==> src/rtl/rts_pkg.sv <==
// Package: shared sizes, register addresses and bit positions of the
// radio timestamp timer. Assumes counter widths are whole bytes.
package rts_pkg;
    localparam int CNT_W  = 16;                 // fine counter width
    localparam int OVF_W  = 24;                 // coarse counter width
    localparam int TS_W   = CNT_W + OVF_W;      // timestamp width
    localparam int N_LO   = 2;                  // fine compare units
    localparam int N_HI   = 2;                  // coarse compare units
    localparam int N_CMP  = N_LO + N_HI;
    localparam int ADDR_W = 6;
    localparam int DATA_W = 8;
    localparam int CNT_B  = (CNT_W + 7) / 8;
    localparam int OVF_B  = (OVF_W + 7) / 8;
    localparam int TS_B   = (TS_W + 7) / 8;
    localparam int FLG_W  = N_CMP + 2;
    localparam int FLG_WRAP = N_CMP;
    localparam int FLG_CAP  = N_CMP + 1;

    localparam int A_CTRL  = 0;
    localparam int A_IMASK = 1;
    localparam int A_FLAGS = 2;
    localparam int A_PER   = 4;
    localparam int A_CMPL  = 8;
    localparam int A_CMPH  = 16;
    localparam int A_CAP   = 24;
    localparam int A_LOAD  = 32;

    localparam int CTRL_RUN    = 0;
    localparam int CTRL_LOAD   = 1;
    localparam int CTRL_EN_LSB = 2;

    typedef logic [CNT_W-1:0] fine_t;
    typedef logic [OVF_W-1:0] coarse_t;
    typedef logic [TS_W-1:0]  stamp_t;
endpackage

==> src/rtl/rts_base.sv <==
// Module: fine/coarse counter pair. Counts while run is set, returns the
// fine counter to zero after it reaches the period (or anything above it)
// and advances the coarse counter on that same edge. A load overrides
// counting. Exposes next-state values so compare units can register
// strobes that line up with the counter value.
module rts_base #(
    parameter int CW = 16,
    parameter int OW = 24
) (
    input  logic            clk,
    input  logic            rst_n,
    input  logic            run,
    input  logic            load,
    input  logic [CW+OW-1:0] load_val,
    input  logic [CW-1:0]   period,
    output logic [CW-1:0]   cnt_q,
    output logic [OW-1:0]   ovf_q,
    output logic [CW-1:0]   cnt_nxt,
    output logic [OW-1:0]   ovf_nxt,
    output logic            cnt_adv,
    output logic            ovf_step,
    output logic            ovf_wrap
);
    logic period_done;

    // next-state logic for both counters
    always_comb begin
        period_done = (cnt_q >= period);
        cnt_adv     = run && !load;
        ovf_step    = cnt_adv && period_done;
        ovf_wrap    = ovf_step && (&ovf_q);
        cnt_nxt     = cnt_q;
        ovf_nxt     = ovf_q;
        if (load) begin
            cnt_nxt = load_val[CW-1:0];
            ovf_nxt = load_val[CW+OW-1:CW];
        end else if (cnt_adv) begin
            cnt_nxt = period_done ? '0 : cnt_q + 1'b1;
            if (ovf_step) begin
                ovf_nxt = ovf_q + 1'b1;
            end
        end
    end

    // counter state registers
    always_ff @(posedge clk) begin
        if (!rst_n) begin
            cnt_q <= '0;
            ovf_q <= '0;
        end else begin
            cnt_q <= cnt_nxt;
            ovf_q <= ovf_nxt;
        end
    end
endmodule

==> src/rtl/rts_cmp.sv <==
// Module: one compare unit. Flags a hit when an update step brings the
// watched counter to the compare value, and registers that hit as a
// one-cycle strobe aligned with the counter holding the value.
module rts_cmp #(
    parameter int W = 16
) (
    input  logic         clk,
    input  logic         rst_n,
    input  logic         enable,
    input  logic         step,
    input  logic [W-1:0] next_val,
    input  logic [W-1:0] ref_val,
    output logic         hit,
    output logic         strobe_q
);
    // match detect on the value the counter is about to take
    always_comb begin
        hit = enable && step && (next_val == ref_val);
    end

    // strobe register
    always_ff @(posedge clk) begin
        if (!rst_n) strobe_q <= 1'b0;
        else        strobe_q <= hit;
    end
endmodule

==> src/rtl/rts_capture.sv <==
// Module: timestamp capture with a read-coherence holding register.
// An event stores the current timestamp; a low-byte read stores the
// upper bytes of the previous capture so later byte reads match it.
module rts_capture #(
    parameter int TW = 40
) (
    input  logic          clk,
    input  logic          rst_n,
    input  logic          evt,
    input  logic [TW-1:0] ts_now,
    input  logic          rd_low,
    output logic [TW-1:0] cap_q,
    output logic [TW-9:0] hold_q
);
    // capture register
    always_ff @(posedge clk) begin
        if (!rst_n)   cap_q <= '0;
        else if (evt) cap_q <= ts_now;
    end

    // upper-byte holding register, loaded from the pre-event capture
    always_ff @(posedge clk) begin
        if (!rst_n)      hold_q <= '0;
        else if (rd_low) hold_q <= cap_q[TW-1:8];
    end
endmodule

==> src/rtl/rts_regs.sv <==
// Module: byte-wide register file of the timer: control, interrupt mask,
// write-one-to-clear flags, period, compare values and load stage, plus
// the read multiplexer. Assumes all widths are whole bytes; set requests
// win over clears in the same cycle.
module rts_regs
    import rts_pkg::*;
(
    input  logic                       clk,
    input  logic                       rst_n,
    input  logic                       wr_en,
    input  logic                       rd_en,
    input  logic [ADDR_W-1:0]          addr,
    input  logic [DATA_W-1:0]          wdata,
    output logic [DATA_W-1:0]          rdata,
    input  logic [FLG_W-1:0]           flag_set,
    input  logic [TS_W-1:0]            cap_val,
    input  logic [TS_W-9:0]            cap_hold,
    output logic                       run_q,
    output logic                       load_go,
    output logic [N_CMP-1:0]           en_q,
    output logic [CNT_W-1:0]           period_q,
    output logic [N_LO-1:0][CNT_W-1:0] cmp_lo_q,
    output logic [N_HI-1:0][OVF_W-1:0] cmp_hi_q,
    output logic [TS_W-1:0]            stage_q,
    output logic [FLG_W-1:0]           flags_q,
    output logic [FLG_W-1:0]           imask_q,
    output logic                       cap_rd,
    output logic                       irq
);
    logic [FLG_W-1:0] flag_clr;

    // write strobes derived from the port
    always_comb begin
        load_go  = wr_en && (addr == ADDR_W'(A_CTRL)) && wdata[CTRL_LOAD];
        flag_clr = (wr_en && (addr == ADDR_W'(A_FLAGS))) ? wdata[FLG_W-1:0] : '0;
        cap_rd   = rd_en && (addr == ADDR_W'(A_CAP));
        irq      = |(flags_q & imask_q);
    end

    // sticky flags: set has priority over clear
    always_ff @(posedge clk) begin
        if (!rst_n) flags_q <= '0;
        else        flags_q <= (flags_q & ~flag_clr) | flag_set;
    end

    // configuration registers written byte by byte
    always_ff @(posedge clk) begin
        if (!rst_n) begin
            run_q    <= 1'b0;
            en_q     <= '0;
            imask_q  <= '0;
            period_q <= '1;
            cmp_lo_q <= '0;
            cmp_hi_q <= '0;
            stage_q  <= '0;
        end else if (wr_en) begin
            if (addr == ADDR_W'(A_CTRL)) begin
                run_q <= wdata[CTRL_RUN];
                en_q  <= wdata[CTRL_EN_LSB +: N_CMP];
            end
            if (addr == ADDR_W'(A_IMASK)) begin
                imask_q <= wdata[FLG_W-1:0];
            end
            for (int b = 0; b < CNT_B; b++) begin
                if (addr == ADDR_W'(A_PER + b)) period_q[8*b +: 8] <= wdata;
            end
            for (int j = 0; j < N_LO; j++) begin
                for (int b = 0; b < CNT_B; b++) begin
                    if (addr == ADDR_W'(A_CMPL + j*CNT_B + b))
                        cmp_lo_q[j][8*b +: 8] <= wdata;
                end
            end
            for (int j = 0; j < N_HI; j++) begin
                for (int b = 0; b < OVF_B; b++) begin
                    if (addr == ADDR_W'(A_CMPH + j*OVF_B + b))
                        cmp_hi_q[j][8*b +: 8] <= wdata;
                end
            end
            for (int b = 0; b < TS_B; b++) begin
                if (addr == ADDR_W'(A_LOAD + b)) stage_q[8*b +: 8] <= wdata;
            end
        end
    end

    // read multiplexer; unmapped and write-only addresses return zero
    always_comb begin
        rdata = '0;
        if (addr == ADDR_W'(A_CTRL))  rdata = DATA_W'({en_q, 1'b0, run_q});
        if (addr == ADDR_W'(A_IMASK)) rdata = DATA_W'(imask_q);
        if (addr == ADDR_W'(A_FLAGS)) rdata = DATA_W'(flags_q);
        for (int b = 0; b < CNT_B; b++) begin
            if (addr == ADDR_W'(A_PER + b)) rdata = period_q[8*b +: 8];
        end
        for (int j = 0; j < N_LO; j++) begin
            for (int b = 0; b < CNT_B; b++) begin
                if (addr == ADDR_W'(A_CMPL + j*CNT_B + b))
                    rdata = cmp_lo_q[j][8*b +: 8];
            end
        end
        for (int j = 0; j < N_HI; j++) begin
            for (int b = 0; b < OVF_B; b++) begin
                if (addr == ADDR_W'(A_CMPH + j*OVF_B + b))
                    rdata = cmp_hi_q[j][8*b +: 8];
            end
        end
        if (addr == ADDR_W'(A_CAP)) rdata = cap_val[7:0];
        for (int k = 1; k < TS_B; k++) begin
            if (addr == ADDR_W'(A_CAP + k)) rdata = cap_hold[8*(k-1) +: 8];
        end
    end
endmodule

==> src/rtl/rts_timer.sv <==
// Module: top of the radio timestamp timer. Joins the counter pair, the
// fine and coarse compare units, the capture path and the register file.
// Assumes evt_i is already synchronous to clk.
module rts_timer
    import rts_pkg::*;
(
    input  logic              clk,
    input  logic              rst_n,
    input  logic              wr_en,
    input  logic              rd_en,
    input  logic [ADDR_W-1:0] addr,
    input  logic [DATA_W-1:0] wdata,
    output logic [DATA_W-1:0] rdata,
    input  logic              evt_i,
    output logic [N_CMP-1:0]  cmp_o,
    output logic              irq_o
);
    logic                       run_q, load_go, cap_rd;
    logic [N_CMP-1:0]           en_q, hits;
    logic [CNT_W-1:0]           period_q;
    logic [N_LO-1:0][CNT_W-1:0] cmp_lo_q;
    logic [N_HI-1:0][OVF_W-1:0] cmp_hi_q;
    stamp_t                     stage_q, cap_q;
    logic [TS_W-9:0]            hold_q;
    logic [FLG_W-1:0]           flags_q, imask_q, flag_set;
    fine_t                      cnt_q, cnt_nxt;
    coarse_t                    ovf_q, ovf_nxt;
    logic                       cnt_adv, ovf_step, ovf_wrap;

    rts_regs u_regs (
        .clk      (clk),
        .rst_n    (rst_n),
        .wr_en    (wr_en),
        .rd_en    (rd_en),
        .addr     (addr),
        .wdata    (wdata),
        .rdata    (rdata),
        .flag_set (flag_set),
        .cap_val  (cap_q),
        .cap_hold (hold_q),
        .run_q    (run_q),
        .load_go  (load_go),
        .en_q     (en_q),
        .period_q (period_q),
        .cmp_lo_q (cmp_lo_q),
        .cmp_hi_q (cmp_hi_q),
        .stage_q  (stage_q),
        .flags_q  (flags_q),
        .imask_q  (imask_q),
        .cap_rd   (cap_rd),
        .irq      (irq_o)
    );

    rts_base #(.CW(CNT_W), .OW(OVF_W)) u_base (
        .clk      (clk),
        .rst_n    (rst_n),
        .run      (run_q),
        .load     (load_go),
        .load_val (stage_q),
        .period   (period_q),
        .cnt_q    (cnt_q),
        .ovf_q    (ovf_q),
        .cnt_nxt  (cnt_nxt),
        .ovf_nxt  (ovf_nxt),
        .cnt_adv  (cnt_adv),
        .ovf_step (ovf_step),
        .ovf_wrap (ovf_wrap)
    );

    // fine compare units watch every counting step
    for (genvar j = 0; j < N_LO; j++) begin : g_lo
        rts_cmp #(.W(CNT_W)) u_cmp (
            .clk      (clk),
            .rst_n    (rst_n),
            .enable   (en_q[j]),
            .step     (cnt_adv),
            .next_val (cnt_nxt),
            .ref_val  (cmp_lo_q[j]),
            .hit      (hits[j]),
            .strobe_q (cmp_o[j])
        );
    end

    // coarse compare units watch period completions only
    for (genvar j = 0; j < N_HI; j++) begin : g_hi
        rts_cmp #(.W(OVF_W)) u_cmp (
            .clk      (clk),
            .rst_n    (rst_n),
            .enable   (en_q[N_LO+j]),
            .step     (ovf_step),
            .next_val (ovf_nxt),
            .ref_val  (cmp_hi_q[j]),
            .hit      (hits[N_LO+j]),
            .strobe_q (cmp_o[N_LO+j])
        );
    end

    rts_capture #(.TW(TS_W)) u_cap (
        .clk    (clk),
        .rst_n  (rst_n),
        .evt    (evt_i),
        .ts_now ({ovf_q, cnt_q}),
        .rd_low (cap_rd),
        .cap_q  (cap_q),
        .hold_q (hold_q)
    );

    // flag set requests gathered in flag-bit order
    always_comb begin
        flag_set = {evt_i, ovf_wrap, hits};
    end
endmodule

==> config.mk <==
export PLATFORM = sky130hd
export DESIGN_NAME = rts_timer
export DESIGN_NICKNAME = d
export VERILOG_FILES = /design/src/rtl/rts_pkg.sv /design/src/rtl/rts_base.sv /design/src/rtl/rts_cmp.sv /design/src/rtl/rts_capture.sv /design/src/rtl/rts_regs.sv /design/src/rtl/rts_timer.sv
export SDC_FILE = /design/constraint.sdc
export NUM_CORES = 1
export LEC_CHECK = 0
export BUFFER_PORTS_ARGS = -buffer_cell sky130_fd_sc_hd__buf_4
export CAP_MARGIN = 10
export CELL_PAD_IN_SITES_DETAIL_PLACEMENT = 1
export CELL_PAD_IN_SITES_GLOBAL_PLACEMENT = 1
export CORE_MARGIN = 1.5
export CORE_UTILIZATION = 50
export DETAILED_ROUTE_END_ITERATION = 10
export PLACE_DENSITY_LB_ADDON = 0.15
export SKIP_CTS_REPAIR_TIMING = 1
export SYNTH_ARGS = -nofsm -noshare
export SYNTH_HDL_FRONTEND = slang
export SYNTH_SLANG_ARGS = --single-unit
==> constraint.sdc <==
create_clock -name clk -period 7.4 [get_ports clk]
set_input_delay 1.85 -clock clk [delete_from_list [all_inputs] [get_ports clk]]
set_output_delay 1.85 -clock clk [all_outputs]
set_load 0.01 [all_outputs]
==> results of run 1 <==
==> report_power, final <==
part           internal [uW]  total [uW]  switching, uW
Clock                    926        1580            653
Combinational           50.7         191            140
Sequential              1450        1460           8.85
==> final cells by class <==
type | count | area (um^2)
inverter | 40 | 155
timing repair buffer | 71 | 533
tap | 384 | 480
clock inverter | 10 | 146
sequential | 269 | 5390
fill | 3551 | 12700
clock buffer | 45 | 878
multi-input combinational | 1423 | 8590
==> per-stage QoR <==
| stage | cells | power [uW] | utilization | setup WS, ps |
|---|---|---|---|---|
| CTS | 2242 | 3230 | 0.560 | 304 |
| global route | 2242 | 3290 | 0.560 | 33.2 |
| floorplan | 1881 | 1600 | - | 1630 |
| global placement | 2187 | 1670 | 0.525 | 635 |
| detailed placement | 2187 | 1680 | 0.525 | 323 |
| finish | 2242 | 3230 | 0.560 | 237 |
==> flip-flops by register name, summed over array words and instances (netlist names) <==
signal	cells
u_regs.flags_q	6
u_base.ovf_q	24
g_hi.u_cmp.strobe_q	2
u_regs.stage_q	40
u_regs.en_q	4
u_regs.run_q	1
u_cap.hold_q	32
u_base.cnt_q	16
u_regs.imask_q	6
u_regs.cmp_lo_q	32
u_regs.cmp_hi_q	48
g_lo.u_cmp.strobe_q	2
u_regs.period_q	16
u_cap.cap_q	40
==> final timing paths <==
kind,start,to,slack [ps],cells after the start
setup / recovery,addr[0],rdata[2],240,13
hold / removal,u_cap.cap_q[14],u_cap.hold_q[6],450,2
setup reg to reg,u_base.cnt_q[0],u_regs.flags_q[0],2790,12
hold reg to reg,u_cap.cap_q[14],u_cap.hold_q[6],450,2
==> cell families after synthesis <==
family	Yosys count	share of synthesized area
multiplexers	117	0.0819
AND/OR/NAND/NOR	739	0.231
adder cells (fa/ha/maj)	18	0.0153
AO/OA/AOI/OAI	439	0.188
flip-flops	269	0.366
buffers and inverters	189	0.0510
XOR/XNOR	110	0.0673
==> worst reg2reg max path, delay by kind of cell, from the launching register on <==
family,cells,cell delay [ps]
flops,1,450
fa+ha+maj,1,290
xor+xnor,1,190
simple gates,4,960
buf+inv,1,110
compound gates,5,2560
==> layout by cell type (no fill, tap or decap), drive strengths merged, types with 15 or more instances in the layout <==
cell | netlist | final
o22ai | 24 | 24
xnor2 | 83 | 83
dfxtp | 269 | 269
nand2 | 266 | 266
nand3 | 109 | 109
xor2 | 25 | 25
a21oi | 179 | 179
nor2 | 212 | 212
a22oi | 18 | 18
buf | 19 | 71
o21ai | 81 | 81
ha | 18 | 18
and3 | 16 | 16
inv | 40 | 43
a211oi | 27 | 27
mux2i | 108 | 108
and2 | 15 | 15
nand4 | 23 | 23
clkbuf | 130 | 45
nor3 | 28 | 28
==> routing by layer <==
layer  vias up  GRT usage  routed length [um]
met5         -          0                   0
met4         0      0.125                1850
met3       135     0.0812                6360
met2       737      0.637               28000
met1      7486      0.565               26700
li1       6545          -                   -
==> results.rst, run 1 <==
.. list-table::
   :header-rows: 1

   * - Metric
     - Value
   * - Post-route clock skew
     - around 15 ps
   * - H-tree levels
     - 1
   * - Area of all placed cells without fillers
     - roughly 16000 um^2
   * - Tightest hold margin
     - about 450 ps
   * - Core box area
     - 28900 um^2
   * - Largest net degree at the start of global routing
     - about 80
   * - Share of post-route cells with drive strength above 1
     - 0.0823
   * - # port buffers
     - 31
   * - Synthesis Warnings
     - 0
   * - Ranking of synthesized cells by instance count
     - 269 x sky130_fd_sc_hd__dfxtp_1, 266 x sky130_fd_sc_hd__nand2_1, 210 x sky130_fd_sc_hd__nor2_1
   * - Setup repair after global routing missed its margin
     - false
   * - Initial antenna violation count
     - 0
   * - Netlist Area Pre-Place
     - around 15000 um^2
   * - Final RePlAce weighted congestion
     - slightly below 1
   * - Placed wire-length estimate
     - 44.7 mm
   * - Syn Nets
     - roughly 1900
   * - Number of routed nets with antenna violations
     - 0
   * - Die Height
     - 175 um
   * - Time the final worst path needs with I/O delays and setup
     - around 7000 ps
   * - Worst setup SP type
     - input pin
   * - Rel. slew slack
     - 0.289
   * - Number of top-level design ports
     - 32
   * - CTS tree
     - built
   * - Die area
     - a little over 30000 um^2
   * - Max cap viols
     - 0
   * - Share of flip-flops with an asynchronous set or reset after synthesis
     - 0
   * - Total cell area at the placement stage
     - ~15000 um^2
   * - Leading cell type by number of instances after synthesis
     - sky130_fd_sc_hd__dfxtp_1
   * - Post-DR wirelength/cell
     - ~28 um
   * - Number of diodes
     - 0
   * - Actual slew at the worst max-slew pin
     - 1060 ps
   * - Setup_tns
     - 0 ps
   * - Initial Util
     - 0.510
   * - Drt pass-1 iters
     - 6
   * - GRT Residual Overflow
     - 0
   * - Overall fraction of global-route tracks in use
     - 0.407
   * - Vias in the first global route
     - about 15000
   * - Global-route wire length before repair
     - approximately 94 mm
   * - Longest individual stage delay on the worst path
     - 770 ps
   * - Endpoints failing hold
     - 0
   * - Clk_lat worst skew
     - 580 ps
   * - Violation count after the first detailed-route iteration
     - around 1800
   * - CP Data Required Time
     - roughly 5600 ps
   * - Clock transition at the register clock pins on the worst setup and hold paths after CTS
     - around 60 ps
   * - Most used flip-flop cell after synthesis
     - sky130_fd_sc_hd__dfxtp_1
   * - F_max
     - roughly 140 MHz
   * - Type of element capturing the critical path
     - primary output
   * - Number of register bits inferred by synthesis
     - around 270
   * - Syn Area/Cell
     - approximately 8 um^2
   * - Period utilization
     - 0.968
   * - Clock Sinks
     - roughly 270
   * - Clock Path Buffers
     - 3
   * - Total wire length after detailed routing
     - around 63 mm
   * - Via count
     - about 15000
   * - Cell family contributing the most delay on the critical path
     - compound AO/OA/AOI/OAI gates
   * - Distinct cell type count of the synthesized netlist
     - roughly 90
   * - Slowest cell on the critical path
     - sky130_fd_sc_hd__a2111oi_0
   * - PD cells
     - roughly 200 nW/um^2
   * - Setup violations, final
     - 0
   * - Outcome
     - finished clean
   * - Crit path max fanout
     - 28
   * - Kind of critical path
     - input pin to primary output
   * - Class of the most critical hold timing path
     - register to register
   * - Total Nets Final
     - 1873
   * - Ordered list of cells on the worst path
     - buf_4 > nor4bb_1 > and2_1 > a22oi_1 > o221ai_1 > a21oi_1 > o21ai_0 > o21ai_0 > a2111oi_0 > buf_4 > o22ai_1 > nand2_1 > buf_4
   * - Synth area leader
     - sky130_fd_sc_hd__dfxtp_1
   * - Critical path data arrival time
     - ~5300 ps
   * - Area overhead of the layout relative to synthesis
     - 9.84%
   * - Standby leakage power
     - about 0.006 uW
   * - Number of synthesized flops with an enable pin
     - 0
   * - TritonCTS Buffers
     - 31
   * - Count of buffer and inverter cells on the critical path
     - 3
   * - Crit-path most repeated cell
     - sky130_fd_sc_hd__buf_4
   * - Vias per cell
     - around 6.6
   * - IR Drop Worst-Case VDD
     - approximately 0.21 mV
   * - Site Rows
     - 62
   * - Number of remaining DRC errors
     - 0
   * - Top area cells in the synthesized netlist
     - sky130_fd_sc_hd__dfxtp_1 37%, sky130_fd_sc_hd__mux2i_1 7.3%, sky130_fd_sc_hd__nand2_1 6.8%, sky130_fd_sc_hd__a21oi_1 6.1%, sky130_fd_sc_hd__nor2_1 5.4%
   * - Horizontal die dimension
     - between 150 and 200 um
   * - Post-Syn Instances
     - 1881
   * - Post-synth top area share
     - 0.366
   * - Library cell used as clock root buffer
     - sky130_fd_sc_hd__clkbuf_16
   * - Number of pins with negative max-slew slack in the final report
     - 0
   * - Sequential element share of the synthesized area
     - 0.366
(Power assumes the default switching activity.)
==> run 2: changes to the inputs <==
--- a/config.mk
+++ b/config.mk
@@ -5,7 +5,7 @@
 export SDC_FILE = /design/constraint.sdc
 export NUM_CORES = 1
 export LEC_CHECK = 0
-export BUFFER_PORTS_ARGS = -buffer_cell sky130_fd_sc_hd__buf_4
+export BUFFER_PORTS_ARGS = -buffer_cell sky130_fd_sc_hd__buf_2
 export CAP_MARGIN = 10
 export CELL_PAD_IN_SITES_DETAIL_PLACEMENT = 1
 export CELL_PAD_IN_SITES_GLOBAL_PLACEMENT = 1
==> run 2 against run 1 <==
Compared with the run above: critical path depth is the same; cell count is essentially flat; combinational power shrank 4%; sequential share of layout area grew 0.23 points; fmax grew 2.7%; wire length shrank 1.7%; worst hold slack is essentially flat.
==> results.rst, run 2 (same netlist as run 1, synthesis figures left out) <==
.. list-table::
   :header-rows: 1

   * - Metric
     - Value
   * - Post-route clock skew
     - 8.83 ps (-6.07 ps)
   * - Initial Util
     - 0.510 (unchanged)
   * - Placed wire-length estimate
     - 44.4 mm (-0.69%)
   * - Clk_lat worst skew
     - 560 ps (-20 ps)
   * - Switching share of power
     - 0.240 (-0.00857)
   * - Critical Path Sink
     - rdata[4]
   * - Die Height
     - 175 um (unchanged)
   * - Time the final worst path needs with I/O delays and setup
     - 6980 ps (-186 ps)
   * - CTS tree
     - built
   * - Via count
     - 14800 (-0.95%)
   * - F_max
     - 143 MHz (+2.7%)
   * - Core box area
     - 28900 um^2 (unchanged)
   * - Global-route wire length before repair
     - 92.6 mm (-1.5%)
   * - Actual slew at the worst max-slew pin
     - 1090 ps (+24.6 ps)
   * - Worst reg-to-reg path cell count
     - 12 (unchanged)
   * - Endpoints failing hold
     - 0 (unchanged)
   * - Library cell used as clock root buffer
     - sky130_fd_sc_hd__clkbuf_16
   * - Total Nets Final
     - 1873 (unchanged)
   * - Reg-to-reg setup timing slack
     - 2890 ps (+100 ps)
   * - Number of remaining DRC errors
     - 0 (unchanged)
   * - Area overhead of the layout relative to synthesis
     - 9.10%
   * - Number of routed nets with antenna violations
     - 0 (unchanged)
   * - GRT Residual Overflow
     - 0 (unchanged)
   * - Worst setup SP type
     - input pin
   * - Total wire length after detailed routing
     - 61.8 mm (-1.7%)
   * - Crit path max fanout
     - 24 (-14%)
   * - Clock transition at the register clock pins on the worst setup and hold paths after CTS
     - 60 ps (about the same)
   * - Max cap viols
     - 0 (unchanged)
   * - Critical path data arrival time
     - 5130 ps (-180 ps)
   * - Dpl ws
     - 559 ps (+237 ps)
   * - Outcome
     - finished clean
   * - Initial antenna violation count
     - 0 (unchanged)
   * - Post-DR wirelength/cell
     - 27.6 um (-1.7%)
   * - Class of the most critical hold timing path
     - register to register
   * - PD cells
     - 196 nW/um^2 (-1.9%)
   * - Area of all placed cells without fillers
     - 16100 um^2 (-0.67%)
   * - Largest net degree at the start of global routing
     - 154 (+90%)
   * - Site Rows
     - 62 (unchanged)
   * - Number of pins with negative max-slew slack in the final report
     - 0 (unchanged)
   * - TritonCTS Buffers
     - 29 (-6.5%)
   * - First element of the critical path
     - addr[0]
   * - Type of element capturing the critical path
     - primary output
   * - Setup violations, final
     - 0 (unchanged)
   * - Number of top-level design ports
     - 32 (unchanged)
   * - Clock Sinks
     - 269 (unchanged)
   * - Setup slack of the critical path after layout
     - 423 ps (+186 ps)
   * - Number of stages on the worst hold path
     - 2 (unchanged)
   * - Share of post-route cells with drive strength above 1
     - 0.0830 (+0.000628)
   * - Setup_tns
     - 0 ps (unchanged)
   * - Relative contribution of the clock network to total power
     - 0.477 (-0.012)
   * - Vias in the first global route
     - 14800 (-1.1%)
   * - Drt pass-1 iters
     - 6 (unchanged)
   * - Number of flip-flops under the largest register name
     - 48 (unchanged)
   * - Overall fraction of global-route tracks in use
     - 0.403 (-0.00446)
   * - Power dissipated by switching net loads
     - 754 uW (-6.0%)
   * - Horizontal die dimension
     - 175 um (unchanged)
   * - Vias per cell
     - 6.59 (-0.86%)
   * - Kind of critical path
     - input pin to primary output
   * - IR Drop Worst-Case VDD
     - 0.194 mV (-8.3%)
   * - Clock Path Buffers
     - 3 (unchanged)
   * - # port buffers
     - 31 (unchanged)
   * - Die area
     - 30500 um^2 (unchanged)
   * - Final RePlAce weighted congestion
     - 0.984 (about the same)
   * - Registers with the most flip-flops
     - u_regs.cmp_hi_q: 48 flops, u_cap.cap_q: 40 flops, u_regs.stage_q: 40 flops
   * - Number of diodes
     - 0 (unchanged)
   * - CP Data Required Time
     - 5550 ps (about the same)
   * - Setup repair after global routing missed its margin
     - false
   * - Startpoint of the most critical register-to-register path
     - u_base.cnt_q[0]
   * - Worst R2R End
     - u_regs.flags_q[0]
   * - Power share of the combinational group
     - 0.058 (about the same)
   * - Most common cell after layout, fill and taps aside
     - sky130_fd_sc_hd__dfxtp_1
   * - Commonest cells after routing, fill and taps aside
     - 269 x sky130_fd_sc_hd__dfxtp_1, 266 x sky130_fd_sc_hd__nand2_1, 210 x sky130_fd_sc_hd__nor2_1, 178 x sky130_fd_sc_hd__a21oi_1
   * - Period utilization
     - 0.943 (-0.0252)
   * - Internal power summed over all cells
     - 2390 uW (-1.5%)
   * - Most flops, register
     - u_regs.cmp_hi_q
   * - Rel. slew slack
     - 0.274 (-0.0148)
   * - Total cell area at the placement stage
     - 15100 um^2 (-0.33%)
   * - H-tree levels
     - 1 (unchanged)
   * - Sequential Power Share
     - 0.465 (+0.013)
   * - Standby leakage power
     - 0.00606 uW (-0.34%)
   * - Violation count after the first detailed-route iteration
     - 1591 (-13%)
## run 2: cell types whose count changed in the layout (fill, tap and decap cells not counted), sizes merged
cell	change
buf	+2
bufinv	+1
clkbuf	-6
clkinv	+4
inv	-3
## run 2: worst min-delay path by stage
stage	start	endpoint	slack, ps
final	u_cap.cap_q[38]	u_cap.hold_q[30]	450
after global routing	u_cap.cap_q[38]	u_cap.hold_q[30]	470
after CTS	u_cap.hold_q[12]	u_cap.hold_q[12]	460
after detailed placement	u_cap.cap_q[37]	u_cap.hold_q[29]	450
after global placement	u_cap.cap_q[17]	u_cap.hold_q[9]	440
after floorplan	u_cap.cap_q[18]	u_cap.hold_q[10]	430
## run 2: power by group through the flow
stage,clock network [uW],registers (uW),logic [uW]
floorplan,0,1490,113
global placement,0,1490,174
detailed placement,0,1490,176
CTS,1520,1460,177
global route,1570,1460,190
finish,1500,1460,183
## run 2: metrics by stage
stage | hold slack [ps] | util | cells | total power [uW]
finish | 454 | 0.557 | 2240 | 3150
global route | 473 | 0.557 | 2240 | 3220
CTS | 458 | 0.557 | 2240 | 3150
detailed placement | 447 | 0.523 | 2189 | 1670
global placement | 439 | 0.523 | 2189 | 1670
floorplan | 431 | - | 1881 | 1600
## run 2: layout make-up
class,instances,area (um^2)
multi-input combinational,1423,8590
tap,384,480
inverter,40,155
sequential,269,5390
clock buffer,39,803
fill,3544,12800
clock inverter,12,163
timing repair buffer,73,483
## run 2: routing by layer
metal  vias to the layer above  wire length [um]  share of wire  global-route usage
li1                       6557                 -              -                   -
met1                      7301             26100           0.42               0.554
met2                       748             26700           0.43               0.610
met3                       156              6420           0.10              0.0929
met4                         0              2620          0.042               0.162
met5                         -                 0              0                   0
## run 2: worst max-delay path: stages
cell and delay, ps:
sky130_fd_sc_hd__buf_2 280, sky130_fd_sc_hd__nor4b_1 750, sky130_fd_sc_hd__and2_1 520, sky130_fd_sc_hd__a22oi_1 170, sky130_fd_sc_hd__o221ai_1 130, sky130_fd_sc_hd__a21oi_1 90, sky130_fd_sc_hd__o21ai_0 150, sky130_fd_sc_hd__o21ai_0 150
sky130_fd_sc_hd__a2111oi_0 460, sky130_fd_sc_hd__buf_4 220, sky130_fd_sc_hd__o22ai_1 110, sky130_fd_sc_hd__nand2_1 80, sky130_fd_sc_hd__buf_2 130
==> run 3: changes to the inputs <==
--- a/config.mk
+++ b/config.mk
@@ -12,7 +12,7 @@
 export CORE_MARGIN = 1.5
 export CORE_UTILIZATION = 50
 export DETAILED_ROUTE_END_ITERATION = 10
-export PLACE_DENSITY_LB_ADDON = 0.15
+export PLACE_DENSITY = 0.88
 export SKIP_CTS_REPAIR_TIMING = 1
 export SYNTH_ARGS = -nofsm -noshare
 export SYNTH_HDL_FRONTEND = slang
==> run 3 against run 2 <==
Compared with the run above: clock power about the same; cell count increased by 0.27%; first-iteration DRC count increased by 13%; global-route usage is 0.66 points higher; core utilization up 0.10 points; clock-buffer cell count rose by 3; fmax fell by 0.12%; combinational power about the same; largest power group unchanged; via count up 1.8%; critical path type unchanged; power barely moved; highest routed layer is now met5; critical path depth did not move; worst hold slack better by 2.0 ps.
==> results.rst, run 3 (same netlist as run 1, synthesis figures left out) <==
.. list-table::
   :header-rows: 1

   * - Metric
     - Value
   * - CTS tree
     - built
   * - Initial Util
     - 0.510 (unchanged)
   * - Clk_lat worst skew
     - 570 ps (about the same)
   * - Global-route layer with the greatest usage
     - met2
   * - Worst setup SP type
     - input pin
   * - Number of stages on the worst hold path
     - 2 (unchanged)
   * - Area overhead of the layout relative to synthesis
     - 9.30%
   * - Setup repair after global routing missed its margin
     - false
   * - Longest individual stage delay on the worst path
     - 650 ps (-100 ps)
   * - TritonCTS Buffers
     - 29 (unchanged)
   * - Ordered list of cells on the worst path
     - buf_2 > nor4bb_1 > and2_1 > a22oi_1 > o221ai_1 > a21oi_1 > o21ai_0 > o21ai_0 > a2111oi_0 > buf_4 > o22ai_1 > nand2_1 > buf_2
   * - Post-DR wirelength/cell
     - 28.2 um (+2.1%)
   * - Most flops, register
     - u_regs.cmp_hi_q
   * - Registers with the most flip-flops
     - u_regs.cmp_hi_q: 48 flops, u_cap.cap_q: 40 flops, u_regs.stage_q: 40 flops
   * - Final RePlAce weighted congestion
     - 1.01 (+2.2%)
   * - M2 GR Usage
     - 0.631 (+0.0208)
   * - Clock transition at the register clock pins on the worst setup and hold paths after CTS
     - 60 ps (about the same)
   * - IR Drop Worst-Case VDD
     - 0.173 mV (-11%)
   * - GR met3 Demand/Resource
     - 0.0888 (-0.00413)
   * - Die Height
     - 175 um (unchanged)
   * - Clock Path Buffers
     - 3 (unchanged)
   * - PD cells
     - 196 nW/um^2 (-0.26%)
   * - Type of element capturing the critical path
     - primary output
   * - Number of flip-flops under the largest register name
     - 48 (unchanged)
   * - Filler cell count in the final layout
     - 3590 (+1.3%)
   * - Horizontal die dimension
     - 175 um (unchanged)
   * - Rel. slew slack
     - 0.157 (-0.117)
   * - Outcome
     - finished clean
   * - Actual slew at the worst max-slew pin
     - 1250 ps (+170 ps)
   * - Total Nets Final
     - 1876 (+0.16%)
   * - Die area
     - 30500 um^2 (unchanged)
   * - Core box area
     - 28900 um^2 (unchanged)
   * - Sequential Power Share
     - 0.465 (about the same)
   * - Setup_tns
     - 0 ps (unchanged)
   * - Vias per cell
     - 6.69 (+1.5%)
   * - Number of pins with negative max-slew slack in the final report
     - 0 (unchanged)
   * - Clock Sinks
     - 269 (unchanged)
   * - Power share of the combinational group
     - 0.059 (about the same)
   * - Commonest cells after routing, fill and taps aside
     - 269 x sky130_fd_sc_hd__dfxtp_1, 266 x sky130_fd_sc_hd__nand2_1, 210 x sky130_fd_sc_hd__nor2_1, 178 x sky130_fd_sc_hd__a21oi_1
   * - Switching share of power
     - 0.245 (+0.00594)
   * - Class of the most critical hold timing path
     - register to register
   * - Vias in the first global route
     - 15100 (+2.4%)
   * - Tightest hold margin
     - 456 ps (+1.95 ps)
   * - H-tree levels
     - 1 (unchanged)
   * - Total wire length after detailed routing
     - 63.3 mm (+2.3%)
   * - Critical path data arrival time
     - 5140 ps (about the same)
   * - Time the final worst path needs with I/O delays and setup
     - 6990 ps (+8.45 ps)
   * - Period utilization
     - 0.944 (+0.00114)
   * - Total cell area at the placement stage
     - 15100 um^2 (+0.15%)
   * - Placed wire-length estimate
     - 45.0 mm (+1.5%)
   * - Relative contribution of the clock network to total power
     - 0.476 (about the same)
   * - CP Data Required Time
     - 5550 ps (about the same)
   * - Overall fraction of global-route tracks in use
     - 0.409 (+0.00665)
   * - Share of post-route cells with drive strength above 1
     - 0.0860 (+0.00305)
   * - Setup violations, final
     - 0 (unchanged)
   * - Most common cell after layout, fill and taps aside
     - sky130_fd_sc_hd__dfxtp_1
   * - Library cell used as clock root buffer
     - sky130_fd_sc_hd__clkbuf_16
   * - F_max
     - 143 MHz (-0.12%)
   * - Standby leakage power
     - 0.00608 uW (+0.31%)
   * - Final design utilization
     - 0.558 (+0.000998)
   * - Area of all placed cells without fillers
     - 16100 um^2 (+0.18%)
   * - Crit path max fanout
     - 19 (-21%)
   * - Endpoints failing hold
     - 0 (unchanged)
   * - Max cap viols
     - 0 (unchanged)
   * - GRT Residual Overflow
     - 0 (unchanged)
   * - Number of remaining DRC errors
     - 0 (unchanged)
   * - Power dissipated by switching net loads
     - 772 uW (+2.4%)
   * - Violation count after the first detailed-route iteration
     - 1803 (+13%)
   * - Via count
     - 15000 (+1.8%)
   * - Post-route clock skew
     - 21.0 ps (+12.2 ps)
   * - Internal power summed over all cells
     - 2370 uW (-0.86%)
   * - Initial antenna violation count
     - 4 (+4)
   * - Drt pass-1 iters
     - 8 (+2)
   * - Site Rows
     - 62 (unchanged)
   * - Largest net degree at the start of global routing
     - 93 (-40%)
   * - Global-route wire length before repair
     - 94.8 mm (+2.4%)
   * - # port buffers
     - 31 (unchanged)
   * - Slowest cell on the critical path
     - sky130_fd_sc_hd__and2_1
   * - Worst reg-to-reg path cell count
     - 11 (-1)
   * - Number of routed nets with antenna violations
     - 0 (unchanged)
   * - Number of top-level design ports
     - 32 (unchanged)
   * - M1 GR Usage
     - 0.557 (+0.00325)
   * - Kind of critical path
     - input pin to primary output
run 3: cell count changes in the layout (fill, tap and decap cells not counted), sizes merged:
cell / previous run / this run
buf: 73 / 76
clkbuf: 39 / 42
bufinv: 4 / 2
diode: 0 / 2
run 3: cell type report:
cell class,instances,area [um^2],area share
repair buffers,76,505,0.0314
diodes,2,5.00,0.000311
well taps,384,480,0.0299
clock buffers,42,865,0.0537
inverters,40,155,0.00964
multi-input cells,1423,8590,0.534
flip-flops and latches,269,5390,0.335
clock inverters,10,103,0.00638
run 3: final timing paths:
check	from	endpoint	slack (ps)
worst min register to register	u_cap.cap_q[35]	u_cap.hold_q[27]	460
worst max-delay path	addr[0]	rdata[4]	410
worst min-delay path	u_cap.cap_q[35]	u_cap.hold_q[27]	460
worst max register to register	u_regs.run_q	g_hi[1].u_cmp.strobe_q	2750
run 3: layer usage:
metal | vias to the layer above | share of wire | wire, um
met5 | - | 0.00019 | 12
met3 | 203 | 0.11 | 7280
met2 | 888 | 0.43 | 27200
met4 | 2 | 0.045 | 2870
li1 | 6552 | - | -
met1 | 7382 | 0.41 | 25900
run 3: critical path: cells and delay by family:
family	cells	cell delay [ps]
AO/OA/AOI/OAI	7	1330
buffers and inverters	3	780
AND/OR/NAND/NOR	3	1160
run 3: stage by stage:
stage / cells / power, uW / setup slack [ps]
3_5_place_dp: 2192 / 1670 / 553
6_report: 2246 / 3150 / 415
2_1_floorplan: 1881 / 1600 / 1630
5_1_grt: 2244 / 3200 / 161
4_1_cts: 2244 / 3140 / 508
3_3_place_gp: 2192 / 1670 / 697
run 3: power by group through the flow:
stage               Sequential, uW  Combinational [uW]  Clock, uW
CTS                           1460                 179       1500
finish                        1460                 186       1500
global placement              1490                 174          0
floorplan                     1490                 113          0
global route                  1460                 192       1550
detailed placement            1490                 177          0
